`config.mk`:
```
export PLATFORM = sky130hd
export DESIGN_NAME = fixed_latency_load_buffer
export DESIGN_NICKNAME = d
export VERILOG_FILES = /design/src/rtl/lrb_pkg.sv /design/src/rtl/lrb_latency_reg.sv /design/src/rtl/lrb_timebase.sv /design/src/rtl/lrb_slot_store.sv /design/src/rtl/fixed_latency_load_buffer.sv
export SDC_FILE = /design/constraint.sdc
export NUM_CORES = 1
export LEC_CHECK = 0
export BUFFER_PORTS_ARGS = -buffer_cell sky130_fd_sc_hd__buf_4
export CAP_MARGIN = 20
export CORE_MARGIN = 2
export CORE_UTILIZATION = 45
export CTS_CLUSTER_DIAMETER = 80
export DETAILED_ROUTE_END_ITERATION = 8
export GPL_ROUTABILITY_DRIVEN = 0
export GPL_TIMING_DRIVEN = 0
export SLEW_MARGIN = 20
export SYNTH_ARGS = -nofsm -noshare
export SYNTH_HDL_FRONTEND = slang
export SYNTH_SLANG_ARGS = --single-unit
```
`constraint.sdc`:
```
create_clock -name clk -period 9.5 [get_ports clk]
set_input_delay 0 -clock clk [delete_from_list [all_inputs] [get_ports clk]]
set_output_delay 0 -clock clk [all_outputs]
set_load 0.01 [all_outputs]
```
`src/rtl/lrb_pkg.sv`:
```
package lrb_pkg;

  // Effective latency: a programmed zero is treated as one cycle.
  function automatic int unsigned eff_lat(input int unsigned raw);
    return (raw == 0) ? 1 : raw;
  endfunction

  // Offset from now to the due time of a newly accepted load.
  // It keeps dues strictly increasing after a latency reduction.
  function automatic int unsigned due_offset(input int unsigned lat,
                                             input bit has_prev,
                                             input int unsigned prev_rel);
    if (has_prev && (prev_rel + 1 > lat)) return prev_rel + 1;
    return lat;
  endfunction

  function automatic int unsigned ptr_next(input int unsigned p, input int unsigned depth);
    return (p == depth - 1) ? 0 : p + 1;
  endfunction

  function automatic int unsigned ptr_prev(input int unsigned p, input int unsigned depth);
    return (p == 0) ? depth - 1 : p - 1;
  endfunction

endpackage

```
`src/rtl/lrb_latency_reg.sv`:
```
module lrb_latency_reg #(
  parameter int LAT_W = 4
) (
  input  logic             clk,
  input  logic             rst_n,
  input  logic             we,
  input  logic [LAT_W-1:0] wdata,
  output logic [LAT_W-1:0] lat_eff
);
  logic [LAT_W-1:0] lat_q;

  always_ff @(posedge clk) begin
    if (!rst_n) lat_q <= LAT_W'(1);
    else if (we) lat_q <= LAT_W'(lrb_pkg::eff_lat(32'(wdata)));
  end

  assign lat_eff = lat_q;


  lat_hold_chk: assert property (@(posedge clk) disable iff (!rst_n)
    !we |=> $stable(lat_eff));


  lat_nonzero_chk: assert property (@(posedge clk) disable iff (!rst_n)
    we && (wdata == '0) |=> (lat_eff == LAT_W'(1)));
endmodule

```
`src/rtl/lrb_timebase.sv`:
```
module lrb_timebase #(
  parameter int TIME_W = 6
) (
  input  logic              clk,
  input  logic              rst_n,
  input  logic              advance,
  output logic [TIME_W-1:0] now
);
  always_ff @(posedge clk) begin
    if (!rst_n) now <= '0;
    else if (advance) now <= now + TIME_W'(1);
  end


  freeze_chk: assert property (@(posedge clk) disable iff (!rst_n)
    !advance |=> $stable(now));
endmodule

```
`src/rtl/lrb_slot_store.sv`:
```
module lrb_slot_store #(
  parameter int DEPTH  = 8,
  parameter int DEST_W = 5,
  parameter int DATA_W = 32,
  parameter int TIME_W = 6,
  localparam int TAG_W = $clog2(DEPTH),
  localparam int CNT_W = $clog2(DEPTH + 1)
) (
  input  logic              clk,
  input  logic              rst_n,
  input  logic              push,
  input  logic [DEST_W-1:0] push_dest,
  input  logic [TIME_W-1:0] push_due,
  output logic [TAG_W-1:0]  push_tag,
  input  logic              pop,
  input  logic              fill,
  input  logic [TAG_W-1:0]  fill_tag,
  input  logic [DATA_W-1:0] fill_data,
  output logic [DEST_W-1:0] head_dest,
  output logic [DATA_W-1:0] head_data,
  output logic [TIME_W-1:0] head_due,
  output logic              head_filled,
  output logic [TIME_W-1:0] last_due,
  output logic [CNT_W-1:0]  count,
  output logic              full
);
  logic [TAG_W-1:0]  rd_ptr, wr_ptr;
  logic [DEPTH-1:0]  vld, fil;
  logic [DEPTH-1:0]  take, drop, land;
  logic [DEST_W-1:0] dst_m [DEPTH];
  logic [DATA_W-1:0] dat_m [DEPTH];
  logic [TIME_W-1:0] due_m [DEPTH];

  // Per-slot event decode.
  for (genvar s = 0; s < DEPTH; s++) begin : g_slot
    assign take[s] = push && (wr_ptr == TAG_W'(s));
    assign drop[s] = pop  && (rd_ptr == TAG_W'(s));
    assign land[s] = fill && (fill_tag == TAG_W'(s));
  end

  always_ff @(posedge clk) begin
    if (!rst_n) begin
      vld <= '0;
      fil <= '0;
    end else begin
      for (int s = 0; s < DEPTH; s++) begin
        if (take[s]) begin
          vld[s] <= 1'b1;
          fil[s] <= 1'b0;
        end else begin
          if (drop[s]) vld[s] <= 1'b0;
          if (land[s]) fil[s] <= 1'b1;
        end
      end
    end
  end

  always_ff @(posedge clk) begin
    for (int s = 0; s < DEPTH; s++) begin
      if (take[s]) begin
        dst_m[s] <= push_dest;
        due_m[s] <= push_due;
      end
      if (land[s]) dat_m[s] <= fill_data;
    end
  end

  always_ff @(posedge clk) begin
    if (!rst_n) begin
      rd_ptr <= '0;
      wr_ptr <= '0;
      count  <= '0;
    end else begin
      if (push) wr_ptr <= TAG_W'(lrb_pkg::ptr_next(32'(wr_ptr), DEPTH));
      if (pop)  rd_ptr <= TAG_W'(lrb_pkg::ptr_next(32'(rd_ptr), DEPTH));
      case ({push, pop})
        2'b10:   count <= count + CNT_W'(1);
        2'b01:   count <= count - CNT_W'(1);
        default: count <= count;
      endcase
    end
  end

  assign push_tag    = wr_ptr;
  assign head_dest   = dst_m[rd_ptr];
  assign head_data   = dat_m[rd_ptr];
  assign head_due    = due_m[rd_ptr];
  assign head_filled = fil[rd_ptr];
  assign last_due    = due_m[TAG_W'(lrb_pkg::ptr_prev(32'(wr_ptr), DEPTH))];
  assign full        = (count == CNT_W'(DEPTH));


  no_overflow_chk: assert property (@(posedge clk) disable iff (!rst_n)
    full |-> !push);


  fill_target_chk: assert property (@(posedge clk) disable iff (!rst_n)
    fill |-> (vld[fill_tag] && !fil[fill_tag]));


  pop_filled_chk: assert property (@(posedge clk) disable iff (!rst_n)
    pop |-> (vld[rd_ptr] && fil[rd_ptr]));
endmodule

```
`src/rtl/fixed_latency_load_buffer.sv`:
```
module fixed_latency_load_buffer #(
  parameter int DEPTH  = 8,
  parameter int DEST_W = 5,
  parameter int DATA_W = 32,
  parameter int ADDR_W = 32,
  parameter int LAT_W  = 4,
  localparam int TAG_W = $clog2(DEPTH)
) (
  input  logic              clk,
  input  logic              rst_n,
  input  logic              lat_we,
  input  logic [LAT_W-1:0]  lat_wdata,
  input  logic              iss_valid,
  input  logic [DEST_W-1:0] iss_dest,
  input  logic [ADDR_W-1:0] iss_addr,
  output logic              iss_ready,
  output logic              mreq_valid,
  output logic [ADDR_W-1:0] mreq_addr,
  output logic [TAG_W-1:0]  mreq_tag,
  input  logic              mrsp_valid,
  input  logic [TAG_W-1:0]  mrsp_tag,
  input  logic [DATA_W-1:0] mrsp_data,
  output logic              wb_valid,
  output logic [DEST_W-1:0] wb_dest,
  output logic [DATA_W-1:0] wb_data,
  output logic              stall
);
  localparam int TIME_W = LAT_W + 2;
  localparam int CNT_W  = $clog2(DEPTH + 1);

  logic [LAT_W-1:0]  lat_eff;
  logic [TIME_W-1:0] now;
  logic [TIME_W-1:0] head_due, last_due, push_due, prev_rel;
  logic [DEST_W-1:0] head_dest;
  logic [DATA_W-1:0] head_data;
  logic              head_filled, full, has_any;
  logic [CNT_W-1:0]  count;
  logic [TAG_W-1:0]  push_tag;

  // Named internal events.
  logic head_due_now, stall_ev, wb_ev, iss_ev;

  lrb_latency_reg #(.LAT_W(LAT_W)) u_lat (
    .clk(clk), .rst_n(rst_n), .we(lat_we), .wdata(lat_wdata), .lat_eff(lat_eff)
  );

  lrb_timebase #(.TIME_W(TIME_W)) u_time (
    .clk(clk), .rst_n(rst_n), .advance(!stall_ev), .now(now)
  );

  lrb_slot_store #(
    .DEPTH(DEPTH), .DEST_W(DEST_W), .DATA_W(DATA_W), .TIME_W(TIME_W)
  ) u_store (
    .clk(clk), .rst_n(rst_n),
    .push(iss_ev), .push_dest(iss_dest), .push_due(push_due), .push_tag(push_tag),
    .pop(wb_ev),
    .fill(mrsp_valid), .fill_tag(mrsp_tag), .fill_data(mrsp_data),
    .head_dest(head_dest), .head_data(head_data), .head_due(head_due),
    .head_filled(head_filled), .last_due(last_due), .count(count), .full(full)
  );

  assign has_any      = (count != '0);
  assign head_due_now = has_any && (head_due == now);
  assign stall_ev     = head_due_now && !head_filled;
  assign wb_ev        = head_due_now && head_filled;
  assign iss_ready    = !full && !stall_ev;
  assign iss_ev       = iss_valid && iss_ready;

  assign prev_rel = last_due - now;
  assign push_due = now + TIME_W'(lrb_pkg::due_offset(32'(lat_eff), has_any, 32'(prev_rel)));

  assign mreq_valid = iss_ev;
  assign mreq_addr  = iss_addr;
  assign mreq_tag   = push_tag;
  assign wb_valid   = wb_ev;
  assign wb_dest    = head_dest;
  assign wb_data    = head_data;
  assign stall      = stall_ev;


  stall_no_wb_chk: assert property (@(posedge clk) disable iff (!rst_n)
    stall |-> !wb_valid);


  stall_release_chk: assert property (@(posedge clk) disable iff (!rst_n)
    $fell(stall) |-> wb_valid);


  no_issue_in_stall_chk: assert property (@(posedge clk) disable iff (!rst_n)
    stall |-> !mreq_valid);


  wb_on_due_chk: assert property (@(posedge clk) disable iff (!rst_n)
    wb_valid |-> (head_due == now));


  due_order_chk: assert property (@(posedge clk) disable iff (!rst_n)
    (iss_ev && has_any) |-> (push_due != last_due));
endmodule

```
==> impl_metrics.json <==
{
  "drv_cap": 0,
  "slew_violations": 0,
  "grt_pass1_wl_mm": 50.6,
  "finalSetupViolations": 0,
  "grt_usage": 0.184,
  "die_h_um": 191,
  "relSlewSlack": 0.330,
  "yosysWarnings": 0,
  "final_area_mm2": 0.0194,
  "fillers": 2698,
  "cts_buffers": 41,
  "diodes": 0,
  "vias": 8424,
  "clock_sinks": 375,
  "antenna_found_initial": 0,
  "drt_iter0_drc": 501,
  "drc": 0,
  "vias_per_cell": 5.39,
  "die_area_mm2": 0.0366,
  "drive_gt1_frac": 0.340,
  "port-buffer-count": 123,
  "synthCells": 844,
  "min_path_type": "primary input to output port",
  "tightest_slew_ns": 1.01,
  "synth-seq-area-share": 0.693,
  "coreArea_mm2": 0.0345,
  "crit_top_cell": "ha_1",
  "ios": 157,
  "ys.flop_type": "edfxtp_1",
  "grt_start_max_net_pins": 20,
  "placed_area_mm2": 0.0176,
  "crit_type": "register to register",
  "die_w_um": 191,
  "row_count": 68,
  "dp_hpwl_mm": 21.8,
  "postCtsSetupBuffers": 0,
  "root_buffer": "clkbuf_16",
  "dr.pass1.iters": 4,
  "clock.fmax_mhz": 116,
  "critPathMaxStageDelay_ns": 0.68,
  "worst_path_dominant_cell_family": "adder cells",
  "synthArstFlopShare": 0,
  "ys_types": 49,
  "synth.avg_cell_area_um2": 18.7,
  "power.leakage_nw": 6.57,
  "path_clk_slew_ns": 0.06,
  "cp_max_fo": 12,
  "synthesis.nets": 956,
  "clk_path_buf_depth": 3,
  "clkLatencyLatePin_ns": 0.52,
  "wirelength_mm": 33.6,
  "max-vdd-ir-drop_uv": 110,
  "grt_pass1_vias": 8640,
  "synth-edff-count": 344,
  "worstSetupEndpointType": "register",
  "nets": 1189,
  "grt_overflow": 0,
  "period_share": 0.909,
  "setup-tns-final_ns": 0,
  "status": "complete, no violations",
  "cp-start-kind": "register",
  "path_buf_inv": 4,
  "initial_core_util": 0.457,
  "cts_tree": "yes",
  "cp.required_ns": 9.70,
  "rsz0062_at_grt": "no",
  "fin_worst_skew_ns": 0.0143,
  "syn_to_final_growth_pct": 22.7,
  "ant_nets": 0,
  "ys_ff_latch": 375,
  "wire_per_inst_um": 21.5,
  "htreeDepth": 2,
  "cp.arrival_ns": 8.83,
  "power_density_mw_per_mm2": 197,
  "synth_area_mm2": 0.0158,
  "hold_viol": 0,
  "cp_slowest_cell": "nor3_1",
  "layout_min_cycle_time_ns": 8.63
}
[cell usage in the layout (no fill, tap or decap), drive strengths merged, types with 8 or more instances in the layout]
cell	instances
xnor2	15
mux4	89
and2	10
clkinv	19
ha	28
nand2	25
dfxtp	31
a221oi	8
nor2	19
inv	21
mux2i	29
dlygate4sd3	50
buf	184
a21oi	11
edfxtp	344
o21ai	20
clkbuf	70
nor2b	12
mux2	43
[sequential cells by signal, indices dropped and copies added, names as in the netlist, named ones only]
signal            flops
u_store.dat_m       256
u_store.due_m        48
u_store.dst_m        40
u_store.fil           8
u_time.now            6
u_lat.lat_eff         4
u_store.count         4
u_store.push_tag      3
u_store.rd_ptr        3
[worst paths after layout]
path                       start                   to  slack [ns]  depth (start not counted)
min                 iss_addr[20]        mreq_addr[20]        0.18                          2
max reg2reg  u_store.push_tag[0]  u_store.due_m[7][5]        0.87                         28
max          u_store.push_tag[0]  u_store.due_m[7][5]        0.87                         28
min reg2reg       u_store.fil[7]       u_store.fil[7]        0.51                          2
[synth_stat cells (5+ instances only)]
cell type  instances  area, um^2
xnor2_1           15         131
a21oi_1           11        55.1
a221oi_1           8        70.1
nand2_1           25        93.8
and2_1             9        56.3
nor2b_1           12        75.1
dfxtp_1           31         621
buf_4             32         240
clkbuf_1          22        82.6
nor3_1             7        35.0
nand4_1            5        31.3
or3_1              5        31.3
a21boi_0           5        37.5
edfxtp_1         344       10300
mux2_2            38         428
nand2b_1           6        37.5
nor2_1            19        71.3
buf_1              9        33.8
mux2i_1           29         290
ha_1              28         350
inv_1             18        67.6
and3_1             7        43.8
o21ai_0           20         100
mux4_2            89        2000
[area by class of cell]
cell class / count / area [um^2] / area share
buffer: 66 / 372 / 0.0192
clock buffer: 48 / 1090 / 0.0564
clock inverter: 26 / 184 / 0.00948
inverter: 18 / 67.6 / 0.00348
multi-input combinational: 385 / 4470 / 0.230
sequential: 375 / 11000 / 0.565
tap: 455 / 569 / 0.0294
timing repair buffer: 190 / 1690 / 0.0870
[through the flow]
step / total power (W) / hold WS (ns) / instances / util / worst slack (ns)
after detailed placement: 0.00235 / 0.177 / 1438 / 0.510 / 0.956
after global routing: 0.00397 / 0.180 / 1563 / 0.562 / 0.373
after CTS: 0.00386 / 0.177 / 1562 / 0.561 / 0.892
final: 0.00382 / 0.176 / 1563 / 0.562 / 0.866
after global placement: 0.00234 / 0.177 / 1422 / 0.501 / 1.01
after floorplan: 0.00220 / 0.0918 / 844 / - / 2.47
[power breakdown]
part	internal [W]	total (W)	switching, W
registers	0.00190	0.00192	0.0000227
logic	0.000184	0.000410	0.000226
clock network	0.000880	0.00150	0.000616
[logic make-up after synthesis]
logic type | after synthesis | synth area share
buffers and inverters | 84 | 0.0278
multiplexers | 161 | 0.176
flip-flops | 375 | 0.693
AO/OA/AOI/OAI | 68 | 0.0302
XOR/XNOR | 19 | 0.0115
AND/OR/NAND/NOR | 106 | 0.0355
adder cells (fa/ha/maj) | 31 | 0.0260
[what timing repair did]
action | CTS | global route
hold endpoints to repair | 313 | 0
gates resized for setup | 0 | 0
hold buffers | 50 | 0
endpoints found under the setup margin | 0 | 0
[layer usage]
metal,wire length (um),GRT usage,part of all wire,vias up
li1,-,-,-,3828
met3,1610,0.0283,0.048,34
met1,15100,0.261,0.45,4346
met4,428,0.0373,0.013,0
met2,16400,0.304,0.49,216
met5,0,0,0,-
No activity file was read; power rests on OpenSTA's default activity.
